## src/rtl/rsPkg.sv

```systemverilog
package rsPkg;
  // Slot indices travel in a fixed-width field; banks hold at most 8 slots.
  parameter int SLOT_IDX_W = 3;

  typedef struct packed {
    logic                  loadEn;
    logic [SLOT_IDX_W-1:0] loadIdx;
    logic                  fireEn;
    logic [SLOT_IDX_W-1:0] fireIdx;
  } rsStrobes_t;
endpackage

```

## src/rtl/rsCtrl.sv

```systemverilog
module rsCtrl
  import rsPkg::*;
#(
  parameter int NUM_ENTRIES = 3,
  parameter int AGE_W       = 2
) (
  input  logic                   clk,
  input  logic                   rstN,
  input  logic                   dispValid,
  input  logic                   unitFree,
  input  logic [NUM_ENTRIES-1:0] pendingVec,
  output rsStrobes_t             strobes,
  output logic                   dispFull
);
  logic [NUM_ENTRIES-1:0] validQ;
  logic [AGE_W-1:0]       ageQ [NUM_ENTRIES];
  logic [NUM_ENTRIES-1:0] readyVec;
  logic                   freeFound;
  logic [SLOT_IDX_W-1:0]  freeIdx;
  logic                   pickFound;
  logic [SLOT_IDX_W-1:0]  pickIdx;
  logic [AGE_W-1:0]       pickAge;

  // lowest-numbered free slot
  always_comb begin
    freeFound = 1'b0;
    freeIdx   = '0;
    for (int i = NUM_ENTRIES - 1; i >= 0; i--) begin
      if (!validQ[i]) begin
        freeFound = 1'b1;
        freeIdx   = SLOT_IDX_W'(i);
      end
    end
  end

  assign readyVec = validQ & ~pendingVec;

  // oldest ready slot: larger rank means dispatched earlier
  always_comb begin
    pickFound = 1'b0;
    pickIdx   = '0;
    pickAge   = '0;
    for (int i = 0; i < NUM_ENTRIES; i++) begin
      if (readyVec[i] && (!pickFound || ageQ[i] > pickAge)) begin
        pickFound = 1'b1;
        pickIdx   = SLOT_IDX_W'(i);
        pickAge   = ageQ[i];
      end
    end
  end

  always_comb begin
    strobes.loadEn  = dispValid & freeFound;
    strobes.loadIdx = freeIdx;
    strobes.fireEn  = unitFree & pickFound;
    strobes.fireIdx = pickIdx;
  end

  assign dispFull = ~freeFound;

  // Occupancy and rank: every dispatch ages the others by one; an issue
  // pulls the slots older than the issued one down by one, keeping ranks
  // dense in 0..count-1.
  always_ff @(posedge clk) begin
    if (!rstN) begin
      validQ <= '0;
      for (int i = 0; i < NUM_ENTRIES; i++) ageQ[i] <= '0;
    end else begin
      for (int i = 0; i < NUM_ENTRIES; i++) begin
        if (strobes.loadEn && strobes.loadIdx == SLOT_IDX_W'(i)) begin
          validQ[i] <= 1'b1;
          ageQ[i]   <= '0;
        end else if (strobes.fireEn && strobes.fireIdx == SLOT_IDX_W'(i)) begin
          validQ[i] <= 1'b0;
        end else if (validQ[i]) begin
          ageQ[i] <= ageQ[i] + AGE_W'(strobes.loadEn)
                     - AGE_W'(strobes.fireEn && (ageQ[i] > pickAge));
        end
      end
    end
  end


  full_refuse_chk: assert property (@(posedge clk) disable iff (!rstN)
    (dispFull && dispValid) |=> ($countones(validQ) <= $past($countones(validQ))))
    else $error("dispatch taken while full");


  slot_release_chk: assert property (@(posedge clk) disable iff (!rstN)
    strobes.fireEn |=> ($countones(validQ) ==
      $past($countones(validQ)) - 1 + int'($past(strobes.loadEn))))
    else $error("issued slot not released");

  always_ff @(posedge clk) begin
    if (rstN) begin
      for (int i = 0; i < NUM_ENTRIES; i++) begin

        if (strobes.fireEn && strobes.fireIdx == SLOT_IDX_W'(i))
          fire_ready_chk: assert (validQ[i] && !pendingVec[i])
            else $error("issued slot %0d not ready", i);

        if (strobes.fireEn && validQ[i] && !pendingVec[i])
          oldest_pick_chk: assert (ageQ[i] <= pickAge)
            else $error("older ready slot %0d skipped", i);

        for (int j = i + 1; j < NUM_ENTRIES; j++)
          if (validQ[i] && validQ[j])
            rank_unique_chk: assert (ageQ[i] != ageQ[j])
              else $error("slots %0d and %0d share a rank", i, j);
      end
    end
  end
endmodule

```

## src/rtl/rsData.sv

```systemverilog
module rsData
  import rsPkg::*;
#(
  parameter int NUM_ENTRIES = 3,
  parameter int TAG_W       = 4,
  parameter int DATA_W      = 32,
  parameter int OP_W        = 4
) (
  input  logic                   clk,
  input  logic                   rstN,
  input  rsStrobes_t             strobes,
  input  logic [OP_W-1:0]        dispOp,
  input  logic [TAG_W-1:0]       dispTagA,
  input  logic [DATA_W-1:0]      dispValA,
  input  logic [TAG_W-1:0]       dispTagB,
  input  logic [DATA_W-1:0]      dispValB,
  input  logic                   bcastValid,
  input  logic [TAG_W-1:0]       bcastTag,
  input  logic [DATA_W-1:0]      bcastVal,
  output logic [NUM_ENTRIES-1:0] pendingVec,
  output logic [OP_W-1:0]        issueOp,
  output logic [DATA_W-1:0]      issueValA,
  output logic [DATA_W-1:0]      issueValB
);
  logic [OP_W-1:0]   opQ   [NUM_ENTRIES];
  logic [TAG_W-1:0]  tagAQ [NUM_ENTRIES];
  logic [DATA_W-1:0] valAQ [NUM_ENTRIES];
  logic [TAG_W-1:0]  tagBQ [NUM_ENTRIES];
  logic [DATA_W-1:0] valBQ [NUM_ENTRIES];

  logic hitDispA, hitDispB;
  assign hitDispA = bcastValid && (dispTagA != '0) && (bcastTag == dispTagA);
  assign hitDispB = bcastValid && (dispTagB != '0) && (bcastTag == dispTagB);

  always_ff @(posedge clk) begin
    if (!rstN) begin
      for (int i = 0; i < NUM_ENTRIES; i++) begin
        opQ[i]   <= '0;
        tagAQ[i] <= '0;
        valAQ[i] <= '0;
        tagBQ[i] <= '0;
        valBQ[i] <= '0;
      end
    end else begin
      for (int i = 0; i < NUM_ENTRIES; i++) begin
        if (strobes.loadEn && strobes.loadIdx == SLOT_IDX_W'(i)) begin
          opQ[i]   <= dispOp;
          tagAQ[i] <= hitDispA ? '0 : dispTagA;
          valAQ[i] <= hitDispA ? bcastVal : dispValA;
          tagBQ[i] <= hitDispB ? '0 : dispTagB;
          valBQ[i] <= hitDispB ? bcastVal : dispValB;
        end else begin
          if (bcastValid && tagAQ[i] != '0 && bcastTag == tagAQ[i]) begin
            tagAQ[i] <= '0;
            valAQ[i] <= bcastVal;
          end
          if (bcastValid && tagBQ[i] != '0 && bcastTag == tagBQ[i]) begin
            tagBQ[i] <= '0;
            valBQ[i] <= bcastVal;
          end
        end
      end
    end
  end

  always_comb begin
    for (int i = 0; i < NUM_ENTRIES; i++)
      pendingVec[i] = (tagAQ[i] != '0) || (tagBQ[i] != '0);
  end

  always_comb begin
    issueOp   = '0;
    issueValA = '0;
    issueValB = '0;
    for (int i = 0; i < NUM_ENTRIES; i++) begin
      if (strobes.fireEn && strobes.fireIdx == SLOT_IDX_W'(i)) begin
        issueOp   = opQ[i];
        issueValA = valAQ[i];
        issueValB = valBQ[i];
      end
    end
  end

  for (genvar g = 0; g < NUM_ENTRIES; g++) begin : gSnoop

    capture_a_chk: assert property (@(posedge clk) disable iff (!rstN)
      (bcastValid && tagAQ[g] != '0 && bcastTag == tagAQ[g] &&
       !(strobes.loadEn && strobes.loadIdx == SLOT_IDX_W'(g)))
      |=> (tagAQ[g] == '0 && valAQ[g] == $past(bcastVal)))
      else $error("operand A of slot %0d missed broadcast", g);

    capture_b_chk: assert property (@(posedge clk) disable iff (!rstN)
      (bcastValid && tagBQ[g] != '0 && bcastTag == tagBQ[g] &&
       !(strobes.loadEn && strobes.loadIdx == SLOT_IDX_W'(g)))
      |=> (tagBQ[g] == '0 && valBQ[g] == $past(bcastVal)))
      else $error("operand B of slot %0d missed broadcast", g);
  end
endmodule

```

## src/rtl/rsBank.sv

```systemverilog
module rsBank
  import rsPkg::*;
#(
  parameter int NUM_ENTRIES = 3,
  parameter int TAG_W       = 4,
  parameter int DATA_W      = 32,
  parameter int OP_W        = 4,
  parameter int BASE_TAG    = 1
) (
  input  logic              clk,
  input  logic              rstN,
  input  logic              dispValid,
  input  logic [OP_W-1:0]   dispOp,
  input  logic [TAG_W-1:0]  dispTagA,
  input  logic [DATA_W-1:0] dispValA,
  input  logic [TAG_W-1:0]  dispTagB,
  input  logic [DATA_W-1:0] dispValB,
  output logic              dispFull,
  output logic [TAG_W-1:0]  dispSlotTag,
  input  logic              bcastValid,
  input  logic [TAG_W-1:0]  bcastTag,
  input  logic [DATA_W-1:0] bcastVal,
  input  logic              unitFree,
  output logic              issueValid,
  output logic [OP_W-1:0]   issueOp,
  output logic [DATA_W-1:0] issueValA,
  output logic [DATA_W-1:0] issueValB,
  output logic [TAG_W-1:0]  issueSlotTag
);
  localparam int AGE_W = (NUM_ENTRIES > 1) ? $clog2(NUM_ENTRIES) : 1;

  rsStrobes_t             strobes;
  logic [NUM_ENTRIES-1:0] pendingVec;

  rsCtrl #(.NUM_ENTRIES(NUM_ENTRIES), .AGE_W(AGE_W)) uCtrl (
    .clk(clk), .rstN(rstN), .dispValid(dispValid), .unitFree(unitFree),
    .pendingVec(pendingVec), .strobes(strobes), .dispFull(dispFull)
  );

  rsData #(.NUM_ENTRIES(NUM_ENTRIES), .TAG_W(TAG_W), .DATA_W(DATA_W), .OP_W(OP_W)) uData (
    .clk(clk), .rstN(rstN), .strobes(strobes),
    .dispOp(dispOp), .dispTagA(dispTagA), .dispValA(dispValA),
    .dispTagB(dispTagB), .dispValB(dispValB),
    .bcastValid(bcastValid), .bcastTag(bcastTag), .bcastVal(bcastVal),
    .pendingVec(pendingVec), .issueOp(issueOp),
    .issueValA(issueValA), .issueValB(issueValB)
  );

  assign issueValid   = strobes.fireEn;
  assign dispSlotTag  = TAG_W'(BASE_TAG) + TAG_W'(strobes.loadIdx);
  assign issueSlotTag = TAG_W'(BASE_TAG) + TAG_W'(strobes.fireIdx);


  busy_unit_chk: assert property (@(posedge clk) disable iff (!rstN)
    !unitFree |-> !issueValid)
    else $error("issue while unit busy");
endmodule

```

## config.mk

```make
export PLATFORM = sky130hd
export DESIGN_NAME = rsBank
export DESIGN_NICKNAME = d
export VERILOG_FILES = /design/src/rtl/rsPkg.sv /design/src/rtl/rsCtrl.sv /design/src/rtl/rsData.sv /design/src/rtl/rsBank.sv
export SDC_FILE = /design/constraint.sdc
export NUM_CORES = 1
export LEC_CHECK = 0
export ABC_CLOCK_PERIOD_IN_PS = 5800
export CAP_MARGIN = 40
export CORE_MARGIN = 2
export CORE_UTILIZATION = 45
export DETAILED_ROUTE_END_ITERATION = 7
export MAX_ROUTING_LAYER = met4
export PLACE_DENSITY = 0.68
export SYNTH_ARGS = -nofsm -noshare
export SYNTH_HDL_FRONTEND = slang
export SYNTH_SLANG_ARGS = --single-unit
```

## constraint.sdc

```tcl
create_clock -name clk -period 5.8 [get_ports clk]
set_clock_uncertainty 0.1 [all_clocks]
set_input_delay 1.45 -clock clk [delete_from_list [all_inputs] [get_ports clk]]
set_output_delay 1.45 -clock clk [all_outputs]
set_load 0.02 [all_outputs]
```

==> flow_results.org <==
** Run status
- The run finished with clean final reports.

** Synth
- Of the total synthesized cell area, the portion taken by full adders, half adders and majority gates is 0.0147.
- Xor and xnor area share after synthesis :: 0.0231
- The complex-gate fraction of the synthesized area came to 0.190.
- By area, the combinational part of the netlist is dominated by compound AO/OA/AOI/OAI gates.
- Post-synth top area cell :: edfxtp_1
- Fraction of synthesized cell area taken by the top area cell type :: 0.498
- Library cells used by synthesis :: 57
- Share of the yosys chip area belonging to registers :: 0.514
- After synthesis, the mean cell area works out to 10.0 µm².
- Fraction of registers with async set/reset :: 0
- Dominant cell by count in the synthesized netlist :: edfxtp_1
- In the synthesized netlist, the number of instances is 1357.
- Top flip-flop cell by instance count after synthesis :: edfxtp_1
- The synthesized design contains 237 register bits.
- The cell area that synthesis handed to floorplanning was 0.0136 mm².
- Simple-Gate Fraction of Synth Area :: 0.190
- The commonest cells after synthesis are edfxtp_1 (226), a21oi_1 (197), nor3_1 (159).
- Leading post-synthesis cells by cell area :: edfxtp_1 (50%), a21oi_1 (7.2%), nor3_1 (5.8%), a221o_1 (5.0%), nand3_1 (5.0%)
- The synthesized design contains 226 enable-type register cells.
- The Yosys step of the flow raised 0 warnings.
- Mux cell area share after synthesis :: 0.00165

** Power and ir drop
- Leakage component of the power :: 6.40 nW
- Proportion of power drawn by combinational gates :: 0.133
- Internal power comes to 3.24 mW.
- In this run the power density over the cells is 253 mW/mm².
- Flop pwr share :: 0.480
- The worst-case IR drop observed on VDD is 0.193 mV.
- Switching share of total power :: 0.251
- The share of total power dissipated in the clock network is 0.387.
- For this design the total switching power over the nets is 1.09 mW.
- Total power for the finished layout comes to 4.33 mW.

** Floorplanning
- The initial utilization of the core area, before any placement, comes to 0.458.
- Pin placement for this block handled 195 I/O pins.
- The floorplan step set the die width to 178 µm.
- Area enclosed by the die boundary :: 0.0317 mm²
- Placement row count :: 63
- Core Footprint :: 0.0297 mm²
- In this run the vertical extent of the chip is 178 µm.

** Place
- Final Wtd Congestion :: 0.940
- Port-buffer cells :: 190
- Detailed placement ended at an HPWL of 28400 µm.

** GRT
- Total global-route track usage :: 0.291
- Number of global-route vias before repair :: 11800
- Global-route congestion overflow total :: 0
- Initial antenna violation count :: 3
- Global-route wire length before repair :: 68400 µm
- Pin count of the biggest net entering global routing :: 99

** Final layout
- Finished Core Util :: 0.577
- After filler insertion, the fill cell instance count of the layout stands at 2472.
- From synthesis to final layout, the design area changed by 25.8%.
- In the final layout, the share of cells above drive strength 1 is 0.151.
- At the end of the flow, the number of nets in the layout was 1644.

** Critical path
- On the worst path, the slowest cell contributes a delay of 0.41 ns.
- The worst setup path is captured at an output port.
- Startpoint types :: register
- Slowest CP cell :: edfxtp_1
- Critical path fanouts, max :: 8
- The critical path is of the register to output port type.
- Worst path cell trace :: nor3_2 -> buf_4 -> nand4_1 -> nor2_2 -> ha_4 -> nor2b_4 -> a2bb2oi_4 -> a21oi_4 -> a2bb2oi_2 -> ha_1 -> nor2b_4 -> o21ai_2 -> buf_4 -> o21ai_4 -> nor2_4 -> buf_12 -> buf_12 -> a221o_1 -> buf_6
- Data required time at the worst endpoint :: 4.25 ns
- Critical Path AT :: 4.18 ns
- Family with the most delay on the worst path :: compound AO/OA/AOI/OAI gates
- Buffer and inverter count on the worst path :: 5

** Clock network
- Maximum level of the CTS H-tree :: 1
- TritonCTS built the clock tree.
- Clk slew on worst S/H paths :: 0.06 ns
- The later pin in the worst-skew pair is clocked with a latency of 0.53 ns.
- Clock tree synthesis selected as its root buffer the cell clkbuf_16.
- Number of buffers created by CTS :: 27
- In this run the deepest clock path goes through 3 buffers.
- Post-CTS Hold Fix Bufs :: 0
- CTS saw 237 sinks.

** Routing
- Via total after detailed routing :: 12400
- In this run the remaining antenna-violating nets after routing total 0.
- DRC :: 0
- In this run, the number of DRC markers left after iteration 0 of detailed routing was 1862.
- Dividing the detail-routed via count by the number of cells gives 6.46.
- Dividing the detail-routed wire length by the instance count gives 24.3 µm.
- Final wirelength :: 46800 µm
- Number of search-and-repair iterations in the first detailed-routing pass :: 6

** STA
- The worst pin sits at a relative slew slack of 0.375.
- At the pin with the least slew margin, the transition time is 0.938 ns.
- In the finished design, the share of the clock period the worst path needs comes to 0.988.
- Number of failing hold endpoints at the final stage :: 0
- Fmax achieved :: 174 MHz
- Final setup fails :: 0
- Adding up every negative setup slack in the final design gives 0 ns.
- Post-route minimum period :: 5.73 ns
- Unrepaired setup endpoints after global routing :: true
- The total count of max-transition violations in the final report was 0.

** Min path
- The path class of the tightest hold or removal check is register to register.

** Run
- Max-cap check violation count :: 0
-- final timing paths --
| kind | start | endpoint | slack, ns | depth (start not counted) |
|---|---|---|---|---|
| setup / recovery | uData.tagBQ[0][0] | issueValA[23] | 0.07 | 19 |
| hold / removal | uData.tagAQ[2][3] | uData.tagAQ[2][3] | 0.43 | 2 |
| setup reg to reg | uData.tagBQ[0][0] | uCtrl.ageQ[0][1] | 0.47 | 26 |
| hold reg to reg | uData.tagAQ[2][3] | uData.tagAQ[2][3] | 0.43 | 2 |
-- worst register-to-register path: cells and delay by family (launching register included) --
family | cells | cell delay [ns]
simple gates | 7 | 1.19
xor+xnor | 2 | 0.29
fa+ha+maj | 5 | 1.30
mux | 1 | 0.38
buf+inv | 4 | 0.51
flops | 1 | 0.41
compound gates | 7 | 1.00
-- power by group through the flow --
| stage | clock network (mW) | logic [mW] | registers [mW] |
|---|---|---|---|
| final | 1.68 | 0.576 | 2.08 |
| after floorplan | 0 | 0.301 | 2.09 |
| after global placement | 0 | 0.528 | 2.10 |
| after detailed placement | 0 | 0.543 | 2.11 |
| after CTS | 1.68 | 0.554 | 2.07 |
| after global routing | 1.74 | 0.617 | 2.09 |
-- timing repair --
item / in CTS / in global routing
cloned: 1 / 5
setup endpoints to repair: 70 / 73
setup buffers: 9 / 6
pin swaps: 7 / 37
gates resized for setup: 180 / 206
-- cells in the final DEF (no fill, tap or decap), types with 5 or more instances in the layout --
cell / instances
and3_1: 12
and2_1: 10
a32oi_1: 5
nand2_1: 20
buf_6: 41
a21oi_1: 197
dfxtp_1: 11
nor2_1: 17
clkbuf_16: 32
edfxtp_1: 226
xnor2_1: 13
nor3b_1: 53
clkinv_1: 8
inv_1: 37
clkbuf_2: 12
nor3_1: 157
buf_12: 14
buf_2: 14
ha_1: 14
buf_4: 55
xor2_1: 23
a221o_1: 68
a211oi_1: 7
clkdlybuf4s50_1: 120
clkinv_2: 6
nand3_1: 134
o21ai_0: 131
-- state kept, by name, indices dropped and copies added (netlist names) --
register and flops:
uData.valAQ 96, uData.valBQ 96, uData.tagAQ 12, uCtrl.validQ 3
uCtrl.ageQ 6, uData.opQ 12, uData.tagBQ 12
-- routing by layer --
| metal | vias up | GRT usage | part of all wire |
|---|---|---|---|
| met4 | 0 | 0.0830 | 0.020 |
| met3 | 77 | 0.0656 | 0.12 |
| li1 | 5509 | - | - |
| met5 | - | - | 0 |
| met1 | 5976 | 0.383 | 0.39 |
| met2 | 867 | 0.455 | 0.46 |
-- metrics by stage --
step | instance area [µm²] | hold slack (ns) | worst slack [ns] | instances
final | 17100 | 0.433 | 0.0673 | 1924
after global routing | 17100 | 0.446 | -0.0839 | 1924
after CTS | 16800 | 0.432 | -0.0248 | 1913
after detailed placement | 15900 | 0.423 | 0.00805 | 1854
after global placement | 15900 | 0.414 | 0.0786 | 1850
after floorplan | 13600 | 0.390 | 0.828 | 1360
-- logic make-up (layout without fill, tap and decap cells) --
family / after synthesis / in the layout
AND/OR/NAND/NOR: 454 / 454
AO/OA/AOI/OAI: 428 / 428
flip-flops: 237 / 237
buffers and inverters: 183 / 354
XOR/XNOR: 36 / 36
adder cells (fa/ha/maj): 16 / 16
multiplexers: 2 / 2
other: 1 / 7
-- final cells by class --
cell class / instances / area [µm²] / share of cell area
antenna: 3 / 7.51 / 0.000438
clock buffer: 29 / 683 / 0.0399
inverter: 37 / 139 / 0.00810
tap: 390 / 488 / 0.0285
multi-input combinational: 940 / 5900 / 0.344
sequential: 237 / 7010 / 0.409
timing repair buffer: 268 / 2740 / 0.160
clock inverter: 20 / 173 / 0.0101
(Power assumes the default switching activity.)
